==> config.mk <==
export PLATFORM = sky130hd
export DESIGN_NAME = kbd_byte_queue
export DESIGN_NICKNAME = d
export VERILOG_FILES = /design/src/rtl/kbq_pkg.sv /design/src/rtl/kbq_fifo.sv /design/src/rtl/kbq_flags.sv /design/src/rtl/kbq_host_port.sv /design/src/rtl/kbd_byte_queue.sv
export SDC_FILE = /design/constraint.sdc
export NUM_CORES = 1
export LEC_CHECK = 0
export ABC_AREA = 1
export BUFFER_PORTS_ARGS = -buffer_cell sky130_fd_sc_hd__buf_4
export CAP_MARGIN = 20
export CORE_ASPECT_RATIO = 0.8
export CORE_UTILIZATION = 40
export DETAILED_ROUTE_END_ITERATION = 12
export GPL_ROUTABILITY_DRIVEN = 0
export SLEW_MARGIN = 20
export SYNTH_ARGS = -nofsm -noshare
export SYNTH_HDL_FRONTEND = slang
export SYNTH_HIERARCHICAL = 1
export SYNTH_SLANG_ARGS = --single-unit
==> constraint.sdc <==
create_clock -name clk -period 4.2 [get_ports clk]
set_input_delay 0.42 -clock clk [delete_from_list [all_inputs] [get_ports clk]]
set_output_delay 0.42 -clock clk [all_outputs]
set_load 0.01 [all_outputs]
==> src/rtl/kbq_pkg.sv <==
package kbq_pkg;
    localparam int BYTE_W = 8;
    typedef logic [BYTE_W-1:0] kbq_byte_t;
    localparam kbq_byte_t IDLE_BYTE = '0;
endpackage

==> src/rtl/kbq_fifo.sv <==
module kbq_fifo
    import kbq_pkg::*;
#(
    parameter int DEPTH = 16
) (
    input  logic      clk,
    input  logic      rst_n,
    input  logic      wr_req,
    input  kbq_byte_t wr_byte,
    input  logic      rd_req,
    output kbq_byte_t head_byte,
    output logic      nonempty,
    output logic      drop
);
    localparam int AW = (DEPTH > 1) ? $clog2(DEPTH) : 1;
    localparam int CW = $clog2(DEPTH + 1);
    localparam logic [AW-1:0] LAST_IDX = AW'(DEPTH - 1);
    localparam logic [CW-1:0] FULL_CNT = CW'(DEPTH);

    typedef struct packed {
        logic [AW-1:0] rd_ptr;
        logic [AW-1:0] wr_ptr;
        logic [CW-1:0] cnt;
    } fifo_st_t;

    fifo_st_t  st_d, st_q;
    kbq_byte_t mem_q [DEPTH];
    logic      do_wr, do_rd, is_full;

    always_comb begin
        st_d    = st_q;
        is_full = (st_q.cnt == FULL_CNT);
        do_rd   = rd_req && (st_q.cnt != '0);
        do_wr   = wr_req && (!is_full || do_rd);
        drop    = wr_req && !do_wr;
        if (do_wr) begin
            st_d.wr_ptr = (st_q.wr_ptr == LAST_IDX) ? '0 : st_q.wr_ptr + 1'b1;
        end
        if (do_rd) begin
            st_d.rd_ptr = (st_q.rd_ptr == LAST_IDX) ? '0 : st_q.rd_ptr + 1'b1;
        end
        case ({do_wr, do_rd})
            2'b10:   st_d.cnt = st_q.cnt + 1'b1;
            2'b01:   st_d.cnt = st_q.cnt - 1'b1;
            default: st_d.cnt = st_q.cnt;
        endcase
    end

    always_ff @(posedge clk or negedge rst_n) begin
        if (!rst_n) st_q <= '0;
        else        st_q <= st_d;
    end

    always_ff @(posedge clk) begin
        if (do_wr) mem_q[st_q.wr_ptr] <= wr_byte;
    end

    assign head_byte = mem_q[st_q.rd_ptr];
    assign nonempty  = (st_q.cnt != '0);

    assert_no_overflow_R9: assert property (@(posedge clk) disable iff (!rst_n)
        st_q.cnt <= FULL_CNT);
    assert_full_holds_R9: assert property (@(posedge clk) disable iff (!rst_n)
        (st_q.cnt == FULL_CNT && wr_req && !rd_req) |=> (st_q.cnt == FULL_CNT));
    assert_empty_read_keeps_ptr_R8: assert property (@(posedge clk) disable iff (!rst_n)
        (st_q.cnt == '0 && !wr_req) |=> $stable(st_q.rd_ptr));
endmodule

==> src/rtl/kbq_flags.sv <==
module kbq_flags (
    input  logic clk,
    input  logic rst_n,
    input  logic rx_valid,
    input  logic int_clear,
    input  logic drop,
    output logic irq,
    output logic overflow
);
    typedef struct packed {
        logic irq;
        logic ovf;
    } flag_st_t;

    flag_st_t st_d, st_q;

    always_comb begin
        st_d = st_q;
        if (rx_valid)       st_d.irq = 1'b1;
        else if (int_clear) st_d.irq = 1'b0;
        if (drop)           st_d.ovf = 1'b1;
    end

    always_ff @(posedge clk or negedge rst_n) begin
        if (!rst_n) st_q <= '0;
        else        st_q <= st_d;
    end

    assign irq      = st_q.irq;
    assign overflow = st_q.ovf;

    assert_irq_set_R2: assert property (@(posedge clk) disable iff (!rst_n)
        rx_valid |=> irq);
    assert_irq_hold_R2: assert property (@(posedge clk) disable iff (!rst_n)
        (irq && !int_clear) |=> irq);
    assert_clear_race_R3: assert property (@(posedge clk) disable iff (!rst_n)
        (rx_valid && int_clear) |=> irq);
    assert_ovf_sticky_R9: assert property (@(posedge clk) disable iff (!rst_n)
        overflow |=> overflow);
endmodule

==> src/rtl/kbq_host_port.sv <==
module kbq_host_port
    import kbq_pkg::*;
(
    input  logic      clk,
    input  logic      rst_n,
    input  logic      host_sel,
    input  logic      nonempty,
    input  kbq_byte_t head_byte,
    output kbq_byte_t bus_out,
    output logic      bus_oe,
    output logic      pop
);
    typedef struct packed {
        logic sel;
    } port_st_t;

    port_st_t st_d, st_q;

    always_comb begin
        st_d     = st_q;
        st_d.sel = host_sel;
        pop      = st_q.sel && !host_sel;
        bus_oe   = st_q.sel;
        bus_out  = (st_q.sel && nonempty) ? head_byte : IDLE_BYTE;
    end

    always_ff @(posedge clk or negedge rst_n) begin
        if (!rst_n) st_q <= '0;
        else        st_q <= st_d;
    end

    assert_oe_follows_sel_R5: assert property (@(posedge clk) disable iff (!rst_n)
        host_sel |=> bus_oe);
    assert_oe_drops_R5: assert property (@(posedge clk) disable iff (!rst_n)
        !host_sel |=> !bus_oe);
    assert_quiet_bus_R5: assert property (@(posedge clk) disable iff (!rst_n)
        !bus_oe |-> (bus_out == IDLE_BYTE));
    assert_single_pop_R7: assert property (@(posedge clk) disable iff (!rst_n)
        pop |=> !pop);
endmodule

==> src/rtl/kbd_byte_queue.sv <==
module kbd_byte_queue
    import kbq_pkg::*;
#(
    parameter int DEPTH = 16
) (
    input  logic       clk,
    input  logic       rst_n,
    input  logic       rx_valid,
    input  logic [7:0] rx_byte,
    input  logic       int_clear,
    input  logic       host_sel,
    output logic [7:0] bus_out,
    output logic       bus_oe,
    output logic       irq,
    output logic       bytes_waiting,
    output logic       overflow
);
    kbq_byte_t head_byte;
    logic      nonempty, pop, drop;

    kbq_fifo #(.DEPTH(DEPTH)) u_fifo (
        .clk       (clk),
        .rst_n     (rst_n),
        .wr_req    (rx_valid),
        .wr_byte   (rx_byte),
        .rd_req    (pop),
        .head_byte (head_byte),
        .nonempty  (nonempty),
        .drop      (drop)
    );

    kbq_flags u_flags (
        .clk       (clk),
        .rst_n     (rst_n),
        .rx_valid  (rx_valid),
        .int_clear (int_clear),
        .drop      (drop),
        .irq       (irq),
        .overflow  (overflow)
    );

    kbq_host_port u_port (
        .clk       (clk),
        .rst_n     (rst_n),
        .host_sel  (host_sel),
        .nonempty  (nonempty),
        .head_byte (head_byte),
        .bus_out   (bus_out),
        .bus_oe    (bus_oe),
        .pop       (pop)
    );

    assign bytes_waiting = nonempty;

    assert_empty_read_zero_R8: assert property (@(posedge clk) disable iff (!rst_n)
        (bus_oe && !bytes_waiting) |-> (bus_out == 8'h00));
    assert_drop_flags_R9: assert property (@(posedge clk) disable iff (!rst_n)
        drop |=> overflow);
    assert_waiting_after_push_R4: assert property (@(posedge clk) disable iff (!rst_n)
        (rx_valid && !drop) |=> bytes_waiting);
endmodule

# --- Yosys cells after proc, flatten, opt, wreduce, memory -nomap -nowiden ---
# Memories as Yosys holds them, arrays and structs flattened.
# Cells that the tools add are included.
classes:
  add_sub_neg: 4
  n_eq_ne: 5
  n_reduce_logical: 12
  mux: 8
op_table:
  columns: ["operator", "count"]
  rows:
  - ["5-bit case mux with 2 select lines", 1]
  - ["4-bit by 1-bit adder with 4-bit output, second input constant", 2]
  - ["4-bit == test, second input constant", 2]
  - ["4-bit two-way mux", 2]
  - ["8-bit two-way mux", 1]
  - ["5-bit by 1-bit adder with 5-bit output, second input constant", 1]
  - ["5-bit == test, second input constant", 1]
  - ["1-bit logical AND", 5]
  - ["5-bit nonzero test", 1]
  - ["5-bit by 1-bit subtractor with 5-bit output, second input constant", 1]
  - ["1-bit two-way mux", 4]
  - ["2-bit nonzero test", 2]
  - ["1-bit logical NOT", 3]
  - ["2-bit by 1-bit == test with 1-bit output, second input constant", 1]
  - ["2-bit == test, second input constant", 1]
  - ["1-bit logical OR", 1]
word_totals:
  wordCells: 36
  inputBits: 13
  n_memories: 1
  ff_bits: 16
  mem_bits_rw: 128
mem_list:
  columns: ["name", "depth", "word_bits", "rd", "rd_ports_with_merged_regs", "write_ports", "line", "text"]
  rows:
  - ["u_fifo.mem_q", 16, 8, 1, 0, 1, "kbq_fifo.sv:27", "kbq_byte_t mem_q [DEPTH];"]

# --- Longest topological paths before layout ---
# Gate-level depths: netlist of run 1.
depth:
  word_depth: 7
  mapped_depth: 13
  depth_no_buf: 13

# --- Hierarchy ---
# Netlist of run 1, hierarchy kept.
modules_own_cells:
  columns: ["mod", "area_per_inst_um2", "cells_per_inst", "n_inst"]
  rows:
  - ["kbq_fifo", 5865.6, 482, 1]
  - ["kbq_host_port", 98.8, 20, 1]
  - ["kbq_flags", 71.3, 7, 1]

# --- Worst setup path after synthesis of run 1 ---
# No wires, ideal clock.
synth_timing:
  kind: "reg2reg"
  startpoint: "register u_fifo/st_q[1] (netlist name)"
  endpoint: "register u_fifo/st_q[4] (netlist name)"
  period_less_slack_ps: 2005
  path_slack_ps: 2195
  required_ps: 4087
  stages_incl_launch_ff: 14
  setup_time_ps: 113
  arrival_ps: 1893
  n_path_buf: 0
  path_cell_list: "dfrtp_1 > nor2_1 > nand3_1 > nand3_1 > inv_1 > ha_1 > inv_1 > o21ai_0 > a21o_1 > nand2_1 > nand2_1 > nand2_1 > nand2_1 > inv_1"
synth_via:
  elab_chain_len: 6
  word_cells_on_any_way: 12
  cone_classes: "add/sub (2); eq/ne (3); mux (1); reduce/logical (6)"
synth_rtl:
  columns: ["item", "line", "text"]
  rows:
  - ["start: declaration", "kbq_fifo.sv:26", "fifo_st_t st_d, st_q;"]
  - ["start signal: assignment", "kbq_fifo.sv:51", "else st_q <= st_d;"]
  - ["5-bit nonzero test (*)", null, null]
  - ["net bytes_waiting", "kbd_byte_queue.sv:15", "output logic bytes_waiting,"]
  - ["1-bit logical AND (*)", "kbq_fifo.sv:33", "do_rd = rd_req && (st_q.cnt != '0);"]
  - ["1-bit logical OR", "kbq_fifo.sv:34", "do_wr = wr_req && (!is_full || do_rd);"]
  - ["1-bit logical AND", "kbq_fifo.sv:34", null]
  - ["2-bit by 1-bit == test with 1-bit output / 2-bit == test (equally long branches)", "kbq_fifo.sv:42", "case ({do_wr, do_rd})"]
  - ["5-bit case mux with 2 select lines / 2-bit nonzero test (equally long branches)", null, null]
# The timed path passes the listed nets; every way through them passes the cells marked *.
# A chain may end at the register's enable or synchronous reset.

# --- Worst setup path in the final report of run 1 ---
layout_timing:
  startpoint: "register u_fifo/st_q[9] (netlist name)"
  endpoint: "output bus_out[2]"
layout_via:
  elab_chain_len: 2
layout_rtl:
  columns: ["item", "line", "text"]
  rows:
  - ["memory read 16 x 8 bit", null, null]
  - ["net head_byte[2]", "kbd_byte_queue.sv:18", "kbq_byte_t head_byte;"]
  - ["8-bit two-way mux", "kbq_host_port.sv:24", "bus_out = (st_q.sel && nonempty) ? head_byte : IDLE_BYTE;"]
  - ["end: declaration", "kbd_byte_queue.sv:12", "output logic [7:0] bus_out,"]
# The timed path passes the listed nets, and every way through them passes these cells.

==> flow_summary.ini, run 1 <==
[worst_hold_path]
min-delay-path-class = input port to register

[placed_design]
io_buffers = 24
dpl.hpwl_mm = 8.554
place_area_um2 = 6335
dp_cells = 698
dpl_worst_slack_ns = 1.535

[final_layout]
area_growth_pct = 15.82
final_common_cell = edfxtp_1
final_cell_mix = edfxtp_1 (128), nor2_1 (111), o21ai_0 (60), nand2_1 (42), inv_1 (28)
drive_above_1_share = 0.1225
finalNetCount = 556
finalNonFillerCells = 731
fin_area_um2 = 6990
final_util = 0.4823
diodes = 0

[sta]
post-route-min-period_ns = 3.158
rsz0062_at_grt = false
whs_ns = 0.1089
post-route-period-util = 0.7519
setup-tns-final_ns = 0
setup_slack_ns = 1.042
hold_violations = 0
slew_headroom = 0.3996
worstMarginPinSlew_ns = 0.8996
finClkSkew_ns = 0.01520
setup_viol_count_final = 0
max_freq_mhz = 316.6
report.final.slew_viol_count = 0

[power]
p_leak_nw = 2.531
powerDensity_nw_per_um2 = 712.8
p_total_mw = 4.983
ir_worst_vdd_mv = 0.3403

[setup_path]
critPathKind = register to primary output
cp-start-kind = register
crit_slowest_cell = clkinv_2
path_max_fanout = 66
cp.arrival_ns = 2.74
required_ns = 3.78
cp_top_family = buffers and inverters
critPathBufInv = 3
crit_chain = clkinv_2, o21ai_0, o211ai_1, nand3_1, nand3_1, inv_1, nor2_1, buf_4
crit_path_frequent_cell = nand3_1
critPathCaptureType = primary output
cpPeakStageDelay_ns = 0.69

[cts]
clk_latency_ns = 0.42
cts_made_buffers = 17
clock_sinks = 144
htreeDepth = 4
cts_resized = 0
ctsLongestPathBuffers = 2
root_buffer = clkbuf_16
cts_tree = done
clk_pin_slew_ns = 0.06

[synthesis]
synth_seq_cells = 144
ys_seq_area_frac = 0.7032
yosys_warnings = 6
ys_types = 27
synthFlopType = edfxtp_1
synth_cells = 509
syn_area_um2 = 6036
avgSynthCellArea_um2 = 11.86
syn_nets = 531
synth_edf_count = 128
async_reset_ff_frac = 0.1111

[global_routing]
grt_pass1_wl_mm = 21.67
grt_pass1_vias = 3699
grt_util_all_layers = 0.1916
antenna_found_initial = 0
gr-total-overflow = 0
grt_start_max_net_pins = 67

[floorplan]
die_h_um = 111.9
fp.dieW_um = 139.3
initial_core_util = 0.4165
io_pins = 25
rows = 39
dieArea_um2 = 15590
core_um2 = 14490

[route]
dr_wl_met2_mm = 6.173
drt-total-wl_mm = 13.93
drt-met1-wl_mm = 6.565
dr_wl_met3_mm = 1.003
vias = 3941
top_layer = met4
wire_per_inst_um = 19.06
initialDrtViolationCount = 442
ant_nets = 0
dr.pass1.iters = 5
route.detailed.drc = 0
via_per_inst = 5.391

[outcome]
status = finished clean

[flow_run]
cap_viol_max_count = 0
[cells by family (layout without fill, tap and decap cells)]
family,after synthesis,count (layout),share of synthesized area
AND/OR/NAND/NOR,185,185,0.1235
flip-flops,144,144,0.7032
AO/OA/AOI/OAI,109,109,0.1012
buffers and inverters,56,94,0.04353
adder cells (fa/ha/maj),9,9,0.01990
XOR/XNOR,6,6,0.008706
[routing by layer]
metal | track usage | vias to the layer above
met4 | 0.06889 | 0
met2 | 0.2693 | 148
met3 | 0.05247 | 14
met1 | 0.2831 | 1928
li1 | - | 1851
met5 | 0 | -
[final timing paths]
path                             startpoint                to  slack [ns]  cells past startpoint
max                          u_fifo/st_q[9]        bus_out[2]        1.04                      8
min                                host_sel     u_port/bus_oe        0.11                      1
max reg2reg                  u_fifo/st_q[1]    u_fifo/st_q[4]        1.81                     13
min reg2reg                u_flags/overflow  u_flags/overflow        0.48                      1
max in group asynchronous             rst_n    u_fifo/st_q[9]        3.59                      2
min in group asynchronous             rst_n       u_flags/irq        0.40                      2
[sequential cells by signal, summed over array words and instances (netlist names)]
signal,count
u_flags/irq,1
u_fifo/mem_q,128
u_fifo/st_q,13
u_port/bus_oe,1
u_flags/overflow,1
[report_power, final]
part,internal [mW],switching (mW),total (mW)
clock,1.02,0.606,1.63
combinational,0.472,1.04,1.51
sequential,1.75,0.0929,1.85
total,3.25,1.74,4.98
[Yosys cell counts (5+ instances only)]
cell type,number,share of area
buf_2,6,0.0050
clkbuf_1,8,0.0050
dfrtp_1,16,0.066
edfxtp_1,128,0.64
ha_1,8,0.017
inv_1,28,0.017
nand2_1,42,0.026
nand3_1,27,0.022
nor2_1,111,0.069
o211ai_1,16,0.020
o21ai_0,60,0.050
o21ai_1,14,0.012
o22ai_1,16,0.017
xor2_1,5,0.0073
[final cells by class]
class                      count  area [um^2]
fill                        1283         7502
clock buffer                  18        439.2
multi-input combinational    309         1529
timing repair buffer          28        212.7
sequential                   144         4245
tap                          184        230.2
clock inverter                14        205.2
inverter                      34        128.9
[what timing repair did]
item	CTS	global route
endpoints found under the setup margin	0	0
endpoints found under the hold margin	16	0
setup buffers	0	0
hold buffers	1	0
(Power assumes the default switching activity.)
==> inputs of run 2 (changes only) <==
- clock period: 4.2 -> 2.8 ns (I/O delays scaled with it)
==> run 2 against run 1 <==
Final cell count up 0.96%. Clock-buffer cell count up 3. First-iteration DRC count down 0.45%. Setup slack worse by 0.91 ns. Cell area up 1.7%. Total power up 54%. Critical path depth up 1. Flip-flop and latch count unchanged. Clock skew down 0.0064 ns. Worst hold slack worse by 0.024 ns. Core utilization up 0.80 points.
==> flow_summary.ini, run 2 (synthesis gave the netlist of run 1 again) <==
[outcome]
status = finished clean

[power]
ir_worst_vdd_mv = 0.6091
p_switching_mw = 2.541
p_int_mw = 5.138
power_frac_clock = 0.336
switching_share = 0.3310
p_total_mw = 7.679
power_frac_seq = 0.365
powerDensity_nw_per_um2 = 1081
combPwrFrac = 0.299
p_leak_nw = 2.596

[floorplan]
rows = 39
initial_core_util = 0.4165
fp.dieW_um = 139.3
die_h_um = 111.9
dieArea_um2 = 15590
core_um2 = 14490
io_pins = 25

[sta]
setup_viol_count_final = 0
post-route-period-util = 0.9514
finClkSkew_ns = 0.008838
report.final.slew_viol_count = 0
setup-tns-final_ns = 0
rsz0062_at_grt = false
post-route-min-period_ns = 2.664
worstMarginPinSlew_ns = 0.8251
slew_headroom = 0.4479
hold_violations = 0
max_freq_mhz = 375.4

[route]
wire_per_inst_um = 18.79
initialDrtViolationCount = 440
drt-total-wl_mm = 13.87
via_per_inst = 5.355
ant_nets = 0
route.detailed.drc = 0
vias = 3952
dr.pass1.iters = 5

[global_routing]
antenna_found_initial = 0
gr-total-overflow = 0
grt_start_max_net_pins = 67
grt_util_all_layers = 0.1896
grt_pass1_wl_mm = 21.44
grt_pass1_vias = 3712

[setup_path]
cp.arrival_ns = 2.38
r2r_start = u_fifo/st_q[1]
r2r_cells = 13
critPathKind = register to primary output
required_ns = 2.52
path_max_fanout = 32
critPathCaptureType = primary output
cp-start-kind = register
crit_path_start = u_fifo/st_q[9]

[final_layout]
final_common_cell = edfxtp_1
top_register = u_fifo/mem_q
drive_above_1_share = 0.1282
reg_top3 = u_fifo/mem_q x128, u_fifo/st_q x13
fillers = 1267
area_growth_pct = 17.74
finalNonFillerCells = 738
seqCellArea_um2 = 4245
diodes = 0
final_cell_mix = edfxtp_1 (128), nor2_1 (111), o21ai_0 (60), nand2_1 (42), buf_4 (30)
multi_input_area_um2 = 1529
finalNetCount = 563
largest_reg_flops = 128

[cts]
cts_made_buffers = 17
cts_tree = done
post_cts_buffers = 0
clk_latency_ns = 0.42
root_buffer = clkbuf_16
clock_sinks = 144
ctsLongestPathBuffers = 2
clk_pin_slew_ns = 0.06
htreeDepth = 4

[placed_design]
dpl.hpwl_mm = 8.795
io_buffers = 24
dp_cells = 704

[flow_run]
cap_viol_max_count = 0

[worst_hold_path]
min_path_cells = 4
min-delay-path-class = input port to register
min_from = int_clear
run 2: cell count changes in the layout (fill, tap and decap cells not counted), moves of 2 or more:
cell	before	now
buf_4	27	30
clkinv_4	4	1
inv_6	3	0
buf_12	0	2
bufinv_16	4	6
clkbuf_8	1	3
run 2: path summary, 6_finish.rpt:
| kind | slack [ns] | endpoint |
|---|---|---|
| min reg2reg | 0.48 | u_flags/overflow |
| min | 0.09 | u_flags/irq |
| max in group asynchronous | 2.33 | u_fifo/st_q[9] |
| max | 0.14 | bus_out[4] |
| min in group asynchronous | 0.26 | u_fifo/st_q[1] |
| max reg2reg | 0.44 | u_fifo/st_q[4] |
run 2: critical path, cell delays in order, from the launching register on:
cell     delay, ns
dfrtp_2       0.41
inv_2         0.48
buf_4         0.25
o21ai_0       0.07
o22ai_1       0.22
nand2_1       0.08
nand3_1       0.12
inv_1         0.05
nor2_1        0.12
buf_4         0.14
run 2: final cells by class:
cell class	count	share of cell area
Clock buffer	21	0.06620
Clock inverter	11	0.02923
Inverter	34	0.01796
Multi-Input combinational cell	309	0.2151
Sequential cell	144	0.5974
Tap cell	184	0.03239
Timing Repair Buffer	35	0.04173
run 2: power by group through the flow:
stage / registers, mW / clock network, mW / logic (mW)
final: 2.80 / 2.58 / 2.30
after global routing: 2.83 / 2.69 / 2.55
after CTS: 2.80 / 2.61 / 2.27
after detailed placement: 2.84 / 0 / 2.26
after global placement: 2.83 / 0 / 2.24
after floorplan: 2.77 / 0 / 1.59
run 2: metrics by stage:
| stage | hold slack, ns | setup WS [ns] | util | instance area (um^2) |
|---|---|---|---|---|
| global placement | 0.1561 | 0.6012 | 0.4419 | 6405 |
| floorplan | -0.01559 | 0.7946 | - | 6036 |
| global route | 0.1036 | 0.02663 | 0.4904 | 7107 |
| finish | 0.08541 | 0.1361 | 0.4904 | 7107 |
| CTS | 0.07391 | 0.1239 | 0.4901 | 7103 |
| detailed placement | 0.1668 | 0.5169 | 0.4419 | 6405 |
run 2: what timing repair did:
action,in CTS,in global routing
gates resized for setup,0,1
hold endpoints to repair,17,0
hold buffers,2,0
setup endpoints to repair,0,7
run 2: per-layer routing:
layer  global-route usage  routed length [um]  vias to the layer above
met5                    0                   0                        -
li1                     -                   -                     1865
met3              0.05118                 752                       18
met4              0.08000                 232                        0
met1               0.2770                6808                     1966
met2               0.2650                6074                      103
==> inputs of run 3 (changes only) <==
- BUFFER_PORTS_ARGS: -buffer_cell sky130_fd_sc_hd__buf_4 -> -buffer_cell sky130_fd_sc_hd__buf_2
==> run 3 against run 2 <==
Clock power shrank 4%. Via count is 1.8% higher. Clock-buffer cell count down 4. Final cell count grew 0.81%. Core utilization fell by 0.28 points. Cell area fell by 0.56%. Routed wire length shrank 2.5%. Non-clock buffer count is 7 higher. Clock skew decreased by 0.0015 ns. Fmax shrank 1.1%.
==> flow_summary.ini, run 3 (synthesis gave the netlist of run 1 again) <==
[placed_design]
io_buffers = 24
dpl.hpwl_mm = 8.530
dpl_worst_slack_ns = 0.5183
place_area_um2 = 6397

[setup_path]
critPathBufInv = 3
required_ns = 2.52
cp_top_family = buffers and inverters
cp-start-kind = register
cpPeakStageDelay_ns = 0.63
path_max_fanout = 12
critPathKind = register to primary output
crit_slowest_cell = dfrtp_1
critPathCaptureType = primary output
cp.arrival_ns = 2.41
crit_chain = clkinv_1, o211ai_1, nand3_1, nand3_1, inv_1, nor2_1, buf_2
crit_path_frequent_cell = nand3_1

[floorplan]
core_um2 = 14490
fp.dieW_um = 139.3
rows = 39
initial_core_util = 0.4165
io_pins = 25
dieArea_um2 = 15590
die_h_um = 111.9

[final_layout]
fin_area_um2 = 7067
finalNetCount = 570
final_util = 0.4876
largest_reg_flops = 128
area_growth_pct = 17.08
reg_top3 = u_fifo/mem_q x128, u_fifo/st_q x13
diodes = 0
seqCellArea_um2 = 4245
multi_input_area_um2 = 1529
drive_above_1_share = 0.1321
fillers = 1232
top_register = u_fifo/mem_q
final_common_cell = edfxtp_1
final_cell_mix = edfxtp_1 (128), nor2_1 (111), o21ai_0 (60), nand2_1 (42), inv_1 (28)

[sta]
slew_headroom = 0.4579
finClkSkew_ns = 0.007327
worstMarginPinSlew_ns = 0.8101
hold_violations = 0
max_freq_mhz = 371.1
post-route-period-util = 0.9623
setup_slack_ns = 0.1055
report.final.slew_viol_count = 0
rsz0062_at_grt = false
post-route-min-period_ns = 2.695
setup-tns-final_ns = 0
setup_viol_count_final = 0

[route]
via_per_inst = 5.409
drt-total-wl_mm = 13.53
dr.pass1.iters = 5
vias = 4024
route.detailed.drc = 0
wire_per_inst_um = 18.18
initialDrtViolationCount = 396
ant_nets = 0

[power]
ir_worst_vdd_mv = 0.5711
powerDensity_nw_per_um2 = 1071
p_leak_nw = 2.591

[global_routing]
grt_pass1_wl_mm = 20.91
grt_util_met1 = 0.2656
grt_pass1_vias = 3763
grt_util_all_layers = 0.1827
grt.busiest_layer = met2
met2_usage = 0.2670
met3_usage = 0.03656
gr-total-overflow = 0
antenna_found_initial = 0
grt_start_max_net_pins = 67

[flow_run]
cap_viol_max_count = 0

[outcome]
status = finished clean

[cts]
cts_made_buffers = 17
clk_pin_slew_ns = 0.06
ctsLongestPathBuffers = 2
htreeDepth = 4
post_cts_buffers = 0
root_buffer = clkbuf_16
cts_tree = done
clock_sinks = 144
clk_latency_ns = 0.42

[worst_hold_path]
min-delay-path-class = input port to register
[run 3: cell count changes in the layout (fill, tap and decap cells not counted), sizes merged]
cell      change
buf           +7
clkbuf        -4
clkinvlp      +1
clkinv        +2
[run 3: path summary, 6_finish.rpt]
kind | end | startpoint | slack [ns] | cells past startpoint
min in group asynchronous | u_fifo/st_q[3] | rst_n | 0.32 | 2
max in group asynchronous | u_fifo/st_q[9] | rst_n | 2.18 | 2
worst min register to register | u_flags/irq | u_flags/irq | 0.47 | 2
worst min-delay path | u_flags/irq | int_clear | 0.09 | 4
worst max-delay path | bus_out[4] | u_fifo/st_q[11] | 0.11 | 7
worst max register to register | u_fifo/st_q[4] | u_fifo/st_q[1] | 0.49 | 13
[run 3: tightest hold or removal path: stages]
cell	delay, ns
buf_2	0.08
inv_1	0.03
nand2_1	0.04
nand2_1	0.04
[run 3: cell type report]
class,instances,area share
multi-input cells,309,0.2164
clock inverters,14,0.03116
repair buffers,42,0.04090
inverters,34,0.01806
flip-flops and latches,144,0.6007
clock buffers,17,0.06020
well taps,184,0.03258
[run 3: metal layers]
metal | vias up | routed length, um
met3 | 19 | 671
met4 | 0 | 247
li1 | 1877 | -
met2 | 117 | 6024
met1 | 2011 | 6583
met5 | - | 0
[run 3: where the power goes]
group,internal [mW],switching (mW),total (mW)
Combinational,0.751,1.55,2.30
Clock,1.65,0.828,2.48
Sequential,2.63,0.161,2.79
[run 3: per-stage QoR]
step / instances / power, mW / hold slack [ns]
6_report: 744 / 7.570 / 0.09137
5_1_grt: 744 / 7.954 / 0.1305
4_1_cts: 744 / 7.575 / 0.08758
3_5_place_dp: 711 / 5.106 / 0.2249
3_3_place_gp: 711 / 5.065 / 0.2294
2_1_floorplan: 509 / 4.359 / -0.01559
[run 3: repair_timing]
item                                    4_1_cts  5_1_grt
hold buffers                                  2        0
endpoints found under the setup margin        0        3
hold endpoints to repair                     17        0
gates resized for setup                       0        1
